`src/rtl/rstgen_pkg.sv`:
```
package rstgen_pkg;

  typedef enum logic [2:0] {
    PS_OFF     = 3'd0,
    PS_INIT    = 3'd1,
    PS_BODWAIT = 3'd2,
    PS_SUT     = 3'd3,
    PS_HOLD    = 3'd4,
    PS_RUN     = 3'd5
  } pwr_state_e;

  localparam int unsigned INIT_US_DEF = 92;

  // start-up delay in microseconds for a clock source and fuse code
  function automatic int unsigned sut_us(input logic xtal, input logic [1:0] code);
    int unsigned us;
    if (xtal) begin
      case (code)
        2'd0:    us = 1024;
        2'd1:    us = 2048;
        2'd2:    us = 4096;
        default: us = 16384;
      endcase
    end else begin
      case (code)
        2'd0:    us = 16;
        2'd1:    us = 512;
        2'd2:    us = 1024;
        default: us = 4096;
      endcase
    end
    return us;
  endfunction

  // convert microseconds to clock ticks, never less than one tick
  function automatic int unsigned us_to_ticks(input int unsigned us,
                                              input int unsigned clk_per_us,
                                              input int unsigned shift);
    int unsigned t;
    t = (us * clk_per_us) >> shift;
    return (t == 0) ? 1 : t;
  endfunction

endpackage

```
`src/rtl/rstgen_pin_filter.sv`:
```
module rstgen_pin_filter #(
  parameter int unsigned SAMPLES = 2
) (
  input  logic clk,
  input  logic clr,
  input  logic pin_n,
  output logic pin_asrt
);

  generate
    if (SAMPLES <= 1) begin : g_single
      logic smp_q;
      always_ff @(posedge clk) begin
        if (clr) smp_q <= 1'b1;
        else     smp_q <= pin_n;
      end
      assign pin_asrt = ~smp_q;
    end else begin : g_multi
      logic [SAMPLES-1:0] smp_q;
      always_ff @(posedge clk) begin
        if (clr) smp_q <= '1;
        else     smp_q <= {smp_q[SAMPLES-2:0], pin_n};
      end
      assign pin_asrt = ~|smp_q;
    end
  endgenerate

endmodule

```
`src/rtl/rstgen_stretch.sv`:
```
module rstgen_stretch #(
  parameter int unsigned MIN_PULSE = 2
) (
  input  logic clk,
  input  logic clr,
  input  logic req,
  output logic active
);

  localparam int unsigned CW = (MIN_PULSE < 2) ? 1 : $clog2(MIN_PULSE + 1);
  localparam logic [CW-1:0] RELOAD = (MIN_PULSE < 2) ? '0 : CW'(MIN_PULSE - 1);

  logic [CW-1:0] cnt_q;

  always_ff @(posedge clk) begin
    if (clr)                 cnt_q <= '0;
    else if (req)            cnt_q <= RELOAD;
    else if (cnt_q != '0)    cnt_q <= cnt_q - CW'(1);
  end

  assign active = req | (cnt_q != '0);

endmodule

```
`src/rtl/rstgen_pwr_seq.sv`:
```
module rstgen_pwr_seq
  import rstgen_pkg::*;
#(
  parameter int unsigned CLK_PER_US = 8,
  parameter int unsigned TIME_SHIFT = 0,
  parameter int unsigned INIT_US    = INIT_US_DEF
) (
  input  logic       clk,
  input  logic       por_ok,
  input  logic       bod_en,
  input  logic       bod_ok,
  input  logic       xtal_sel,
  input  logic [1:0] sut_code,
  input  logic       pin_hold,
  output logic       hold_d,
  output logic       running
);

  localparam int unsigned INIT_T = us_to_ticks(INIT_US, CLK_PER_US, TIME_SHIFT);
  localparam int unsigned SUT_MAX_T = us_to_ticks(16384, CLK_PER_US, TIME_SHIFT);
  localparam int unsigned MAX_T = (INIT_T > SUT_MAX_T) ? INIT_T : SUT_MAX_T;
  localparam int unsigned CNT_W = $clog2(MAX_T + 1);
  localparam logic [CNT_W-1:0] INIT_LAST = CNT_W'(INIT_T - 1);

  pwr_state_e     state_q, state_d;
  logic [CNT_W-1:0] cnt_q, cnt_d;
  logic [CNT_W-1:0] sut_last [8];
  logic [CNT_W-1:0] sut_sel;
  logic             brown;

  genvar g;
  generate
    for (g = 0; g < 8; g++) begin : g_sut
      assign sut_last[g] =
        CNT_W'(us_to_ticks(sut_us(1'(g / 4), 2'(g % 4)), CLK_PER_US, TIME_SHIFT) - 1);
    end
  endgenerate

  assign sut_sel = sut_last[{xtal_sel, sut_code}];
  assign brown   = bod_en & ~bod_ok;

  always_comb begin
    state_d = state_q;
    cnt_d   = cnt_q;
    case (state_q)
      PS_OFF: begin
        state_d = PS_INIT;
        cnt_d   = '0;
      end
      PS_INIT: begin
        if (cnt_q == INIT_LAST) begin
          cnt_d   = '0;
          state_d = brown ? PS_BODWAIT : PS_SUT;
        end else begin
          cnt_d = cnt_q + CNT_W'(1);
        end
      end
      PS_BODWAIT: begin
        cnt_d = '0;
        if (!brown) state_d = PS_SUT;
      end
      PS_SUT: begin
        if (brown) begin
          state_d = PS_BODWAIT;
          cnt_d   = '0;
        end else if (cnt_q == sut_sel) begin
          cnt_d   = '0;
          state_d = pin_hold ? PS_HOLD : PS_RUN;
        end else begin
          cnt_d = cnt_q + CNT_W'(1);
        end
      end
      PS_HOLD: begin
        if (brown)          state_d = PS_BODWAIT;
        else if (!pin_hold) state_d = PS_RUN;
      end
      PS_RUN: begin
        if (brown) state_d = PS_BODWAIT;
      end
      default: begin
        state_d = PS_OFF;
        cnt_d   = '0;
      end
    endcase
    if (!por_ok) begin
      state_d = PS_OFF;
      cnt_d   = '0;
    end
  end

  always_ff @(posedge clk) begin
    state_q <= state_d;
    cnt_q   <= cnt_d;
  end

  assign hold_d  = (state_d != PS_RUN);
  assign running = (state_q == PS_RUN);

endmodule

```
`src/rtl/rstgen_core.sv`:
```
module rstgen_core
  import rstgen_pkg::*;
#(
  parameter int unsigned CLK_PER_US  = 8,
  parameter int unsigned TIME_SHIFT  = 0,
  parameter int unsigned INIT_US     = INIT_US_DEF,
  parameter int unsigned PIN_SAMPLES = 2,
  parameter int unsigned MIN_PULSE   = 2
) (
  input  logic       clk,
  input  logic       por_ok,
  input  logic       bod_ok,
  input  logic       bod_en,
  input  logic       pin_rst_en,
  input  logic       rst_pin_n,
  input  logic       wdt_req,
  input  logic       sw_req,
  input  logic       xtal_sel,
  input  logic [1:0] sut_code,
  input  logic       pof_clr,
  output logic       rst_out,
  output logic       pof_out
);

  logic cold;
  logic pin_asrt;
  logic hold_d;
  logic running;
  logic run_req;
  logic run_active;
  logic rst_q;
  logic pof_q;

  assign cold = ~por_ok;

  rstgen_pin_filter #(
    .SAMPLES (PIN_SAMPLES)
  ) u_pin (
    .clk      (clk),
    .clr      (cold),
    .pin_n    (rst_pin_n),
    .pin_asrt (pin_asrt)
  );

  rstgen_pwr_seq #(
    .CLK_PER_US (CLK_PER_US),
    .TIME_SHIFT (TIME_SHIFT),
    .INIT_US    (INIT_US)
  ) u_pwr (
    .clk      (clk),
    .por_ok   (por_ok),
    .bod_en   (bod_en),
    .bod_ok   (bod_ok),
    .xtal_sel (xtal_sel),
    .sut_code (sut_code),
    .pin_hold (pin_asrt),
    .hold_d   (hold_d),
    .running  (running)
  );

  // run-time requests: the pin only counts once running and when its fuse is set
  assign run_req = wdt_req | sw_req | (pin_rst_en & pin_asrt & running);

  rstgen_stretch #(
    .MIN_PULSE (MIN_PULSE)
  ) u_str (
    .clk    (clk),
    .clr    (cold),
    .req    (run_req),
    .active (run_active)
  );

  always_ff @(posedge clk) begin
    rst_q <= hold_d | run_active;
  end

  always_ff @(posedge clk) begin
    if (cold)         pof_q <= 1'b1;
    else if (pof_clr) pof_q <= 1'b0;
  end

  assign rst_out = rst_q;
  assign pof_out = pof_q;

endmodule

```
`config.mk`:
```
export PLATFORM = sky130hd
export DESIGN_NAME = rstgen_core
export DESIGN_NICKNAME = d
export VERILOG_FILES = /design/src/rtl/rstgen_pkg.sv /design/src/rtl/rstgen_pin_filter.sv /design/src/rtl/rstgen_stretch.sv /design/src/rtl/rstgen_pwr_seq.sv /design/src/rtl/rstgen_core.sv
export SDC_FILE = /design/constraint.sdc
export NUM_CORES = 1
export LEC_CHECK = 0
export ABC_AREA = 1
export BUFFER_PORTS_ARGS = -buffer_cell sky130_fd_sc_hd__buf_2
export CAP_MARGIN = 20
export CORE_ASPECT_RATIO = 1.1
export CORE_MARGIN = 2
export CORE_UTILIZATION = 25
export DETAILED_ROUTE_END_ITERATION = 10
export GPL_TIMING_DRIVEN = 0
export RECOVER_POWER = 25
export SLEW_MARGIN = 5
export SYNTH_ARGS = -nofsm -noshare
export SYNTH_HDL_FRONTEND = slang
export SYNTH_SLANG_ARGS = --single-unit
```
`constraint.sdc`:
```
create_clock -name clk -period 2.9 [get_ports clk]
set_input_delay 0.145 -clock clk [delete_from_list [all_inputs] [get_ports clk]]
set_output_delay 0.145 -clock clk [all_outputs]
set_load 0.1 [all_outputs]
```
==> impl_metrics.prom <==
# TYPE chip_impl_metric gauge
chip_impl_info{name="status",value="finished clean"} 1
chip_impl_metric{name="clock-sinks",unit=""} 27
chip_impl_metric{name="route.vias.total",unit=""} 1627
chip_impl_info{name="grt_setup_unrepaired",value="no"} 1
chip_impl_metric{name="synthDistinctLibCells",unit=""} 30
chip_impl_metric{name="post_synthesis_net_count",unit=""} 284
chip_impl_metric{name="post_synth_inst_count",unit=""} 270
chip_impl_metric{name="f_max",unit="MHz"} 536
chip_impl_metric{name="critical_path.max_fanout",unit=""} 9
chip_impl_metric{name="power.ir.vdd_worst",unit="V"} 0.000153
chip_impl_metric{name="synth.yosys.warnings",unit=""} 0
chip_impl_metric{name="finish.net_count",unit=""} 302
chip_impl_info{name="cts_tree",value="yes"} 1
chip_impl_metric{name="dr.first_iter.drc_count",unit=""} 64
chip_impl_metric{name="core.rowCount",unit=""} 31
chip_impl_metric{name="critPathArrivalTime",unit="ps"} 2040
chip_impl_metric{name="finalWeightedCongestion",unit=""} 0.883
chip_impl_metric{name="finalSetupTns",unit="ps"} 0
chip_impl_metric{name="worst_pin_slew",unit="ps"} 1170
chip_impl_metric{name="die_w",unit="um"} 83.2
chip_impl_metric{name="post-cts-setup-buffer-count",unit=""} 0
chip_impl_info{name="worstHoldStart",value="pof_clr"} 1
chip_impl_metric{name="drive_above_1_share",unit=""} 0.101
chip_impl_metric{name="yosysSeqAreaShare",unit=""} 0.314
chip_impl_metric{name="first_pass_iters",unit=""} 4
chip_impl_metric{name="slew_viol_final",unit=""} 0
chip_impl_metric{name="die_height",unit="um"} 91.1
chip_impl_metric{name="numPlacedInstances",unit=""} 365
chip_impl_info{name="path_common_cell",value="sky130_fd_sc_hd__nor2_1"} 1
chip_impl_metric{name="hpwl",unit="um"} 3020
chip_impl_info{name="critical_path.cell_chain",value="ha_1, nand2_2, nor2_2, nand2_1, nor2_1, nand3_1, o21bai_4, nand3_4, nand2_4, nor2_1"} 1
chip_impl_metric{name="floorplan.core_area",unit="sq mm"} 0.00663
chip_impl_metric{name="die_area",unit="sq mm"} 0.00757
chip_impl_metric{name="finalHoldViolCount",unit=""} 0
chip_impl_info{name="crit_start",value="u_pwr.cnt_q[0]$_SDFFE_PN0N_"} 1
chip_impl_metric{name="worst_slew_margin_rel",unit=""} 0.226
chip_impl_info{name="clk_root_buffer_cell",value="sky130_fd_sc_hd__clkbuf_8"} 1
chip_impl_metric{name="area_growth",unit="%"} 12.1
chip_impl_metric{name="cts.reportedPaths.clkPinSlew",unit="ps"} 90
chip_impl_metric{name="grt-ovfl-total",unit=""} 0
chip_impl_metric{name="number_of_antenna_violations_at_the_first_check_in_global_routing",unit=""} 0
chip_impl_metric{name="cts.path.max_buffers",unit=""} 2
chip_impl_metric{name="h-tree-depth",unit=""} 1
chip_impl_metric{name="insertedDiodeCount",unit=""} 0
chip_impl_metric{name="start_util",unit=""} 0.260
chip_impl_metric{name="ant_nets",unit=""} 0
chip_impl_metric{name="powerDensity",unit="mW/mm^2"} 341
chip_impl_metric{name="grt_max_degree",unit=""} 15
chip_impl_metric{name="vias_in_the_first_global_route",unit=""} 1501
chip_impl_metric{name="maxCapViolations",unit=""} 0
chip_impl_info{name="crit_slowest_cell",value="sky130_fd_sc_hd__dfxtp_1"} 1
chip_impl_metric{name="floorplan.io_pins",unit=""} 14
chip_impl_info{name="critPathLaunchType",value="flip-flop"} 1
chip_impl_metric{name="syn_avg_cell_area",unit="sq um"} 6.38
chip_impl_metric{name="skew",unit="ps"} 3.54
chip_impl_metric{name="fillerInstances",unit=""} 731
chip_impl_metric{name="grt_first_pass_wirelength",unit="um"} 6580
chip_impl_metric{name="gr-usage-all-layers",unit=""} 0.102
chip_impl_metric{name="cts_hold_buffers",unit=""} 0
chip_impl_metric{name="holdWs",unit="ps"} 54.9
chip_impl_metric{name="drt_drc_violations_left",unit=""} 0
chip_impl_metric{name="detail_route.vias_per_cell",unit=""} 4.41
chip_impl_metric{name="detail_route.wirelength",unit="um"} 3790
chip_impl_info{name="ws_path_type",value="reg2reg"} 1
chip_impl_metric{name="period_share",unit=""} 0.644
chip_impl_metric{name="avgRoutedWirePerCell",unit="um"} 10.3
chip_impl_metric{name="clock_insertion_delay_worst_skew",unit="ps"} 270
chip_impl_metric{name="synth_area",unit="sq mm"} 0.00172
chip_impl_metric{name="fin_crit",unit="ps"} 1870
chip_impl_info{name="worst_r2r_startpoint",value="u_pwr.cnt_q[0]$_SDFFE_PN0N_"} 1
chip_impl_metric{name="final_setup_violation_count",unit=""} 0
chip_impl_metric{name="slowest_delay",unit="ps"} 380
chip_impl_metric{name="cp.required",unit="ps"} 3070
chip_impl_metric{name="fin_cells",unit=""} 369
chip_impl_metric{name="synth_seq_cells",unit=""} 27
chip_impl_metric{name="ctsResizeCount",unit=""} 0
chip_impl_metric{name="cts_inserted_buffers",unit=""} 3
chip_impl_info{name="timing.hold.worst.class",value="in2reg"} 1
chip_impl_metric{name="i_o_buffers",unit=""} 13
chip_impl_metric{name="r2r_slack",unit="ps"} 1030
chip_impl_metric{name="leakage",unit="nW"} 0.900
chip_impl_info{name="critPathCaptureType",value="flip-flop"} 1
[worst paths after layout]
kind | endpoint | cells past startpoint
max reg2reg | u_pwr.cnt_q[17]$_SDFFE_PN0N_ | 10
min reg2reg | u_pin.g_multi.smp_q[1]$_SDFF_PN1_ | 1
max | u_pwr.cnt_q[17]$_SDFFE_PN0N_ | 10
min | pof_out$_SDFFE_PN1P_ | 2
[state kept, by name, summed over array words and instances, names as in the netlist]
| name | count |
|---|---|
| pof_out | 1 |
| u_pwr.cnt_q | 18 |
| u_pin.g_multi.smp_q | 2 |
| rst_out | 1 |
| u_pwr.state_q | 3 |
| u_str.cnt_q | 2 |
[worst max-delay path, delay by kind of cell, from the launching register on]
kind | cells | cell delay, ps
AO/OA/AOI/OAI | 1 | 210
adder cells (fa/ha/maj) | 1 | 220
flip-flops | 1 | 380
AND/OR/NAND/NOR | 8 | 950
[report_power, final]
| group | total, W | switching (W) | leakage [nW] | internal, W |
|---|---|---|---|---|
| Combinational | 0.0000658 | 0.0000448 | 0.657 | 0.0000210 |
| Sequential | 0.000381 | 0.00000417 | 0.219 | 0.000376 |
| Clock | 0.000212 | 0.000114 | 0.0228 | 0.0000984 |
[area by class of cell]
type | count | area (sq um) | area share
Multi-Input combinational cell | 195 | 1000 | 0.517
Inverter | 44 | 165 | 0.0855
Buffer | 4 | 17.5 | 0.00907
Tap cell | 82 | 103 | 0.0531
Sequential cell | 27 | 541 | 0.280
Clock buffer | 4 | 45.0 | 0.0233
Timing Repair Buffer | 13 | 61.3 | 0.0317
[through the flow]
stage | setup WS (ps) | total power [W] | instance area [sq um] | utilization
after floorplan | 1290 | 0.000434 | 1720 | -
final | 1030 | 0.000658 | 1930 | 0.291
after detailed placement | 1040 | 0.000456 | 1890 | 0.285
after CTS | 1030 | 0.000671 | 1940 | 0.292
after global placement | 1040 | 0.000455 | 1890 | 0.285
after global routing | 898 | 0.000691 | 1930 | 0.291
[layout by cell type, fill, tap and decap left out, types with 6 or more instances in the layout]
cell | netlist | layout
sky130_fd_sc_hd__a21oi_1 | 6 | 6
sky130_fd_sc_hd__buf_2 | 2 | 12
sky130_fd_sc_hd__clkbuf_1 | 2 | 6
sky130_fd_sc_hd__dfxtp_1 | 27 | 27
sky130_fd_sc_hd__inv_1 | 41 | 41
sky130_fd_sc_hd__nand2_1 | 56 | 56
sky130_fd_sc_hd__nand3_1 | 29 | 29
sky130_fd_sc_hd__nand4_1 | 9 | 9
sky130_fd_sc_hd__nor2_1 | 44 | 44
sky130_fd_sc_hd__nor3_1 | 8 | 8
sky130_fd_sc_hd__o21ai_0 | 6 | 6
sky130_fd_sc_hd__xor2_1 | 12 | 12
[synth_stat cells (all sizes together)]
master / count / share of area
o21bai: 1 / 0.011
buf: 2 / 0.0058
a31oi: 1 / 0.0036
o22ai: 1 / 0.0036
clkbuf: 2 / 0.0044
xnor2: 1 / 0.0051
xor2: 12 / 0.061
nor3: 8 / 0.023
a21boi: 1 / 0.0044
nor2: 46 / 0.10
nand3b: 3 / 0.013
o21ai: 7 / 0.020
or2: 2 / 0.0073
a21oi: 6 / 0.017
and2: 1 / 0.0036
nand2: 60 / 0.14
a22oi: 1 / 0.0044
dfxtp: 27 / 0.31
nand4: 9 / 0.033
nand3: 30 / 0.094
nor4: 2 / 0.0073
inv: 44 / 0.096
ha: 2 / 0.015
nor3b: 1 / 0.011
[layer usage]
layer,vias up,GRT usage,part of all wire,wire length (um)
li1,891,-,-,-
met5,-,0,0,0
met1,723,0.131,0.51,1940
met4,0,0.0219,0,0
met3,0,0.0173,0.020,76
met2,13,0.180,0.47,1780
[cell families (layout without fill, tap and decap cells)]
group | after synthesis | count (layout) | share of synthesized area
fa+ha+maj | 2 | 2 | 0.0145
simple gates | 162 | 162 | 0.435
compound gates | 18 | 18 | 0.0646
xor+xnor | 13 | 13 | 0.0661
buf+inv | 48 | 65 | 0.106
flops | 27 | 27 | 0.314
No activity file was read; power rests on OpenSTA's default activity.
